`config.mk`:
```
export PLATFORM = sky130hd
export DESIGN_NAME = adc_pwr_seq
export DESIGN_NICKNAME = d
export VERILOG_FILES = /design/src/rtl/adc_seq_pkg.sv /design/src/rtl/adc_seq_timer.sv /design/src/rtl/adc_seq_fsm.sv /design/src/rtl/adc_pwr_seq.sv
export SDC_FILE = /design/constraint.sdc
export NUM_CORES = 1
export LEC_CHECK = 0
export ABC_AREA = 1
export CORE_MARGIN = 2
export CORE_UTILIZATION = 45
export CTS_CLUSTER_DIAMETER = 120
export DETAILED_ROUTE_END_ITERATION = 6
export PLACE_DENSITY = 0.74
export SYNTH_ARGS = -nofsm -noshare
export SYNTH_HDL_FRONTEND = slang
export SYNTH_HIERARCHICAL = 1
export SYNTH_SLANG_ARGS = --single-unit
```
`constraint.sdc`:
```
create_clock -name clk -period 5.1 [get_ports clk]
set_input_delay 1.275 -clock clk [delete_from_list [all_inputs] [get_ports clk]]
set_output_delay 1.275 -clock clk [all_outputs]
set_load 0.02 [all_outputs]
```
`src/rtl/adc_seq_pkg.sv`:
```
package adc_seq_pkg;

   typedef enum logic [2:0] {
      ST_IDLE  = 3'd0,
      ST_PWRUP = 3'd1,
      ST_REQ   = 3'd2,
      ST_SLEEP = 3'd3,
      ST_DONE  = 3'd4
   } seq_state_e;

   function automatic int max_int(input int a, input int b);
      return (a > b) ? a : b;
   endfunction

endpackage

```
`src/rtl/adc_seq_timer.sv`:
```
module adc_seq_timer #(
   parameter int W = 24
) (
   input  logic         clk,
   input  logic         rst_n,
   input  logic         load_i,
   input  logic [W-1:0] val_i,
   output logic         zero_o
);

   logic [W-1:0] cnt_q;

   always_ff @(posedge clk or negedge rst_n) begin
      if (!rst_n)              cnt_q <= '0;
      else if (load_i)         cnt_q <= val_i;
      else if (cnt_q != '0)    cnt_q <= cnt_q - 1'b1;
   end

   assign zero_o = (cnt_q == '0);

   // a load is visible on the following cycle
   assert_timer_load_R8: assert property (@(posedge clk) disable iff (!rst_n)
      load_i |=> (cnt_q == $past(val_i)));

endmodule

```
`src/rtl/adc_seq_fsm.sv`:
```
module adc_seq_fsm
   import adc_seq_pkg::*;
#(
   parameter int NUM_CH = 2,
   parameter int WAKE_W = 24,
   localparam int CH_W  = (NUM_CH > 1) ? $clog2(NUM_CH) : 1
) (
   input  logic             clk,
   input  logic             rst_n,
   input  logic             fsm_rst_i,
   input  logic             enable_i,
   input  logic             oneshot_i,
   input  logic             lowpwr_i,
   input  logic [WAKE_W-1:0] wake_ivl_i,
   input  logic             valid_i,
   input  logic             tmr_zero_i,
   output seq_state_e       state_o,
   output logic [CH_W-1:0]  ch_o,
   output logic             tmr_load_o,
   output logic             tmr_wake_o,
   output logic             strobe_o
);

   localparam logic [CH_W-1:0] LAST_CH = CH_W'(NUM_CH - 1);

   seq_state_e      state_q, state_d;
   logic [CH_W-1:0] ch_q, ch_d;
   logic            strobe_q, strobe_d;
   logic            abort;

   assign abort = fsm_rst_i || !enable_i;

   always_comb begin
      state_d    = state_q;
      ch_d       = ch_q;
      strobe_d   = 1'b0;
      tmr_load_o = 1'b0;
      tmr_wake_o = 1'b0;
      unique case (state_q)
         ST_IDLE: begin
            state_d    = ST_PWRUP;
            tmr_load_o = 1'b1;
         end
         ST_PWRUP: begin
            if (tmr_zero_i) begin
               state_d = ST_REQ;
               ch_d    = '0;
            end
         end
         ST_REQ: begin
            if (valid_i) begin
               if (ch_q == LAST_CH) begin
                  strobe_d = 1'b1;
                  ch_d     = '0;
                  if (oneshot_i) begin
                     state_d = ST_DONE;
                  end else if (lowpwr_i) begin
                     state_d    = ST_SLEEP;
                     tmr_load_o = 1'b1;
                     tmr_wake_o = 1'b1;
                  end
               end else begin
                  ch_d = ch_q + 1'b1;
               end
            end
         end
         ST_SLEEP: begin
            if (tmr_zero_i) begin
               state_d    = ST_PWRUP;
               tmr_load_o = 1'b1;
            end
         end
         ST_DONE: state_d = ST_DONE;
         default: state_d = ST_IDLE;
      endcase
      if (abort) begin
         state_d    = ST_IDLE;
         ch_d       = '0;
         strobe_d   = 1'b0;
         tmr_load_o = 1'b0;
         tmr_wake_o = 1'b0;
      end
   end

   always_ff @(posedge clk or negedge rst_n) begin
      if (!rst_n) begin
         state_q  <= ST_IDLE;
         ch_q     <= '0;
         strobe_q <= 1'b0;
      end else begin
         state_q  <= state_d;
         ch_q     <= ch_d;
         strobe_q <= strobe_d;
      end
   end

   assign state_o  = state_q;
   assign ch_o     = ch_q;
   assign strobe_o = strobe_q;

   // Sleep-length checker: cycles spent in sleep versus captured interval
   logic [WAKE_W-1:0] sl_cnt_q, w_cap_q;
   always_ff @(posedge clk or negedge rst_n) begin
      if (!rst_n) begin
         sl_cnt_q <= '0;
         w_cap_q  <= '0;
      end else begin
         if (state_q == ST_SLEEP) sl_cnt_q <= sl_cnt_q + 1'b1;
         else                     sl_cnt_q <= '0;
         if (tmr_wake_o)          w_cap_q  <= wake_ivl_i;
      end
   end

   assert_sleep_len_R8: assert property (@(posedge clk) disable iff (!rst_n)
      (state_q == ST_SLEEP && state_d == ST_PWRUP) |-> (sl_cnt_q == w_cap_q));

   assert_disable_idle_R9: assert property (@(posedge clk) disable iff (!rst_n)
      !enable_i |=> (state_q == ST_IDLE));

endmodule

```
`src/rtl/adc_pwr_seq.sv`:
```
module adc_pwr_seq
   import adc_seq_pkg::*;
#(
   parameter int NUM_CH = 2,
   parameter int DLY_W  = 4,
   parameter int WAKE_W = 24,
   parameter int LP_REENTRY_MAX = 10
) (
   input  logic              clk,
   input  logic              rst_n,
   input  logic              fsm_rst_i,
   input  logic              enable_i,
   input  logic              oneshot_i,
   input  logic              lowpwr_i,
   input  logic [DLY_W-1:0]  pwrup_dly_i,
   input  logic [WAKE_W-1:0] wake_ivl_i,
   input  logic              adc_valid_i,
   output logic              adc_pd_o,
   output logic [NUM_CH-1:0] adc_sel_o,
   output logic              pair_done_o,
   output logic              oneshot_done_o
);

   localparam int TMR_W = max_int(DLY_W, WAKE_W);
   localparam int CH_W  = (NUM_CH > 1) ? $clog2(NUM_CH) : 1;

   if (NUM_CH < 2)   begin : g_bad_ch   $error("NUM_CH must be at least 2"); end
   if (DLY_W < 1)    begin : g_bad_dly  $error("DLY_W must be at least 1"); end
   if (WAKE_W < 1)   begin : g_bad_wake $error("WAKE_W must be at least 1"); end

   seq_state_e      state;
   logic [CH_W-1:0] ch;
   logic            tmr_load, tmr_wake, tmr_zero;
   logic [TMR_W-1:0] tmr_val;

   assign tmr_val = tmr_wake ? TMR_W'(wake_ivl_i) : TMR_W'(pwrup_dly_i);

   adc_seq_fsm #(.NUM_CH(NUM_CH), .WAKE_W(WAKE_W)) u_fsm (
      .clk        (clk),
      .rst_n      (rst_n),
      .fsm_rst_i  (fsm_rst_i),
      .enable_i   (enable_i),
      .oneshot_i  (oneshot_i),
      .lowpwr_i   (lowpwr_i),
      .wake_ivl_i (wake_ivl_i),
      .valid_i    (adc_valid_i),
      .tmr_zero_i (tmr_zero),
      .state_o    (state),
      .ch_o       (ch),
      .tmr_load_o (tmr_load),
      .tmr_wake_o (tmr_wake),
      .strobe_o   (pair_done_o)
   );

   adc_seq_timer #(.W(TMR_W)) u_tmr (
      .clk    (clk),
      .rst_n  (rst_n),
      .load_i (tmr_load),
      .val_i  (tmr_val),
      .zero_o (tmr_zero)
   );

   assign adc_pd_o       = (state == ST_IDLE) || (state == ST_SLEEP) || (state == ST_DONE);
   assign oneshot_done_o = (state == ST_DONE);

   for (genvar i = 0; i < NUM_CH; i++) begin : g_sel
      assign adc_sel_o[i] = (state == ST_REQ) && (ch == CH_W'(i));
   end

   // ---------------- checkers ----------------
   assert_sel_onehot_R2: assert property (@(posedge clk) disable iff (!rst_n)
      $onehot0(adc_sel_o));

   assert_pd_known_R2: assert property (@(posedge clk) disable iff (!rst_n)
      !$isunknown(adc_pd_o));

   assert_sel_pd_excl_R2: assert property (@(posedge clk) disable iff (!rst_n)
      adc_pd_o |-> (adc_sel_o == '0));

   assert_strobe_pulse_R5: assert property (@(posedge clk) disable iff (!rst_n)
      pair_done_o |=> !pair_done_o);

   assert_done_quiet_R6: assert property (@(posedge clk) disable iff (!rst_n)
      oneshot_done_o |-> (adc_pd_o && adc_sel_o == '0));

   assert_abort_idle_R10: assert property (@(posedge clk) disable iff (!rst_n)
      (fsm_rst_i || !enable_i) |=> (adc_pd_o && adc_sel_o == '0 && !oneshot_done_o && !pair_done_o));

   // Power-up delay checker
   logic [DLY_W:0]   pu_cnt_q;
   logic [DLY_W-1:0] d_cap_q;
   logic             pu_pend_q;
   always_ff @(posedge clk or negedge rst_n) begin
      if (!rst_n) begin
         pu_cnt_q  <= '0;
         d_cap_q   <= '0;
         pu_pend_q <= 1'b0;
      end else if (adc_pd_o) begin
         pu_cnt_q  <= '0;
         d_cap_q   <= pwrup_dly_i;
         pu_pend_q <= 1'b1;
      end else if (pu_pend_q) begin
         pu_cnt_q  <= pu_cnt_q + 1'b1;
         if (adc_sel_o[0]) pu_pend_q <= 1'b0;
      end
   end

   assert_pwrup_delay_R3: assert property (@(posedge clk) disable iff (!rst_n)
      (pu_pend_q && !adc_pd_o && adc_sel_o != '0) |->
         (adc_sel_o[0] && pu_cnt_q == ({1'b0, d_cap_q} + 1'b1)));

   // Low-power re-entry checker
   logic       last_sel_q;
   logic [4:0] lp_gap_q;
   always_ff @(posedge clk or negedge rst_n) begin
      if (!rst_n) begin
         last_sel_q <= 1'b0;
         lp_gap_q   <= '0;
      end else begin
         last_sel_q <= adc_sel_o[NUM_CH-1];
         if (!lowpwr_i || oneshot_i || adc_pd_o)           lp_gap_q <= '0;
         else if (last_sel_q && !adc_sel_o[NUM_CH-1])      lp_gap_q <= 5'd1;
         else if (lp_gap_q != '0 && lp_gap_q != 5'd31)     lp_gap_q <= lp_gap_q + 1'b1;
      end
   end

   assert_lp_reentry_R7: assert property (@(posedge clk) disable iff (!rst_n)
      lowpwr_i |-> (lp_gap_q <= 5'(LP_REENTRY_MAX)));

endmodule

```
==> out/qor.csv <==
metric;value;unit
most frequent cells in the layout;nand2_1, inv_1, nor2_1;
Final Hold Fails;0;
Syn Nets;414;
PortBufs;39;
CTS Buf Count;5;
row count;25;
leakage;1.567;nW
Routed Wire Length;5261;µm
commonest non-fill, non-tap cell in the layout;nand2_1;
Worst slew margin;43.84;%
Yosys top cell area share;31.73;%
# diodes;0;
first-pass GRT wire length;9315;µm
r2r worst-path depth;16;
CP startpoint kind;primary input;
post-synth top area cell;dfrtp_1;
Chip Height;75.29;µm
Seq/Total Area, Yosys;31.73;%
P_int;0.0006569;W
GR Util All Layers;21.41;%
Sw Pwr;0.0006039;W
die area;5669;µm²
CTS tree;yes;
PD cells;451.7;nW/µm²
DRC;0;
status;finished, final reports clean;
Sw Ratio;47.90;%
setup_tns;0;ns
vias per cell;4.720;
RSZ-0062 raised after global routing;false;
Setup Crit Path Kind;in -> reg;
Flop pwr share;31.9;%
top post-synthesis cells by area;dfrtp_1, nand2_1, inv_1;
Avg Inst Size Synth;6.067;µm²
layout cells sized above 1;6.459;%
Cells after DPL;477;
worst r2r dst;u_tmr/cnt_q[21];
Bufs on Longest Clock Path;2;
Die W;75.29;µm
CTS sink cnt;29;
r2r setup slk;2.54;ns
clock network power share;14.6;%
Max-cap violations;0;
H-tree Lvls;2;
Mapped Area;2287;µm²
vias in the first global route;2156;
post-synthesis cell count;377;
Cell variety after synth;28;
Initial Util;47.48;%
post-cts sizing count;0;
# IOs;40;
initial antenna violation count;0;
Critical Path AT;3.29;ns
Crit path required time;5.26;ns
Hold WS;0.5880;ns
maximum vdd drop;0.2075;mV
CP Launch Point;adc_valid_i;
grt met3 use;4.365;%
Top Usage Layer GRT;met2;
Pre-antenna DRT Iters;5;
Final Wtd Congestion;0.9147;
Iter 0 DRT Violations;201;
FF+latch area;725.7;µm²
met2 usage;34.20;%
Final Cycle Share;61.31;%
Non-Filler Instances;485;
final setup fails;0;
DP HPWL;3895;µm
ANT nets after route;0;
pins over their slew limit;0;
Tmin final;3.127;ns
area grow syn2layout;22.05;%
DR WL/cell;10.85;µm
nets;454;
grt ovf;0;
Tightest Hold Check Type;reg -> reg;
multi-input logic area;1275;µm²
Peak Freq;0.3198;GHz
met1 GRT Util;28.67;%
Fill cells;515;
critical path capture point type;register;
largest net degree at the start of global routing;30;
clock root buffer;clkbuf_8;
Via Count;2289;
synth warn;6;
Reg-to-Reg Start;u_tmr/cnt_q[0];
setup repair bufs after CTS;0;
#FFs+latches synth;29;
part of the power in combinational logic;53.5;%
clk slew on worst S/H paths;0.06;ns
core area;4817;µm²
Skew-Pair Late Insertion Delay;0.28;ns
Worst Skew;0.003047;ns
Worst Max-Slew Pin Slew;0.8414;ns
Worst setup endpoint;u_tmr/cnt_q[0];
maximum fanout along the worst path;28;
CTS Hold Bufs;0;
-- synth_stat cells --
library cell  count
nand2_2           5
inv_1            55
nand3_1          21
nand2_1         146
nand4_1           7
nor2_1           50
nor2_2            5
o22ai_1           1
nor3_1            3
or2_1             1
or2_2             2
inv_2             4
ha_1              2
nand2_4           2
nor2_4            1
a21oi_1           1
buf_4             1
clkbuf_1          2
dfrtp_1          29
nand3b_1          3
buf_2             1
xnor2_1           5
nand3_2           1
o21ai_0          16
o21ai_1           2
buf_6             4
o21bai_1          3
xor2_1            4
-- critical path: stages --
cell and delay, ns:
clkdlybuf4s50_1 0.47, nand2_1 0.07, nor3_1 0.17, nand3_1 0.11, inv_1 0.63, o21ai_0 0.21
nand2_1 0.10, o21ai_0 0.07, nand2_1 0.07, o21ai_0 0.09
-- sequential cells by signal, indices dropped and copies added, names as in the netlist --
| register | flops |
|---|---|
| u_fsm/ch_o | 1 |
| u_fsm/strobe_o | 1 |
| u_fsm/state_o | 3 |
| u_tmr/cnt_q | 24 |
-- power groups by stage --
stage	registers [W]	logic (W)	clock network, W
finish	0.000402	0.000675	0.000184
detailed placement	0.000405	0.000670	0
floorplan	0.000378	0.000539	0
CTS	0.000401	0.000674	0.000190
global route	0.000414	0.000795	0.000199
global placement	0.000402	0.000654	0
-- worst min path at each step --
stage	to	cells past startpoint	slack, ns	from
floorplan	u_tmr/cnt_q[23]	4	0.53	u_tmr/cnt_q[23]
global placement	u_tmr/cnt_q[23]	4	0.56	u_tmr/cnt_q[23]
detailed placement	u_fsm/ch_o	2	0.58	u_fsm/ch_o
CTS	u_fsm/ch_o	2	0.60	u_fsm/ch_o
global route	u_tmr/cnt_q[1]	2	0.63	u_tmr/cnt_q[1]
finish	u_fsm/ch_o	2	0.59	u_fsm/ch_o
-- area by class of cell --
type / instances / area share [%]
clock buffers: 8 / 2.869
inverters: 59 / 7.934
multi-input cells: 281 / 45.67
flip-flops and latches: 29 / 26.00
well taps: 67 / 3.003
repair buffers: 41 / 14.52
-- logic make-up after synthesis --
logic type | after synthesis | share of synthesized area [%]
adders and majority gates | 2 | 1.094
and+or+nand+nor | 247 | 45.79
DFF | 29 | 31.73
AOI/OAI and AO/OA | 23 | 5.416
xor gates and xnor gates | 9 | 3.446
buffers and inverters | 67 | 12.53
-- stage by stage --
| step | area [µm²] | setup slack, ns | utilization, % | total power, W |
|---|---|---|---|---|
| 2_1_floorplan | 2287 | 2.521 | - | 0.0009173 |
| 3_3_place_gp | 2711 | 1.762 | 56.29 | 0.001055 |
| 3_5_place_dp | 2711 | 1.702 | 56.29 | 0.001075 |
| 4_1_cts | 2791 | 2.001 | 57.95 | 0.001266 |
| 5_1_grt | 2791 | 1.688 | 57.95 | 0.001408 |
| 6_report | 2791 | 1.973 | 57.95 | 0.001261 |
-- layer usage --
| metal | part of all wire [%] | vias up | routed length [µm] |
|---|---|---|---|
| met2 | 47 | 44 | 2447 |
| met3 | 3.9 | 5 | 206 |
| met1 | 48 | 1017 | 2536 |
| met5 | 0 | - | 0 |
| li1 | - | 1223 | - |
| met4 | 1.3 | 0 | 70 |
(Power assumes the default switching activity.)
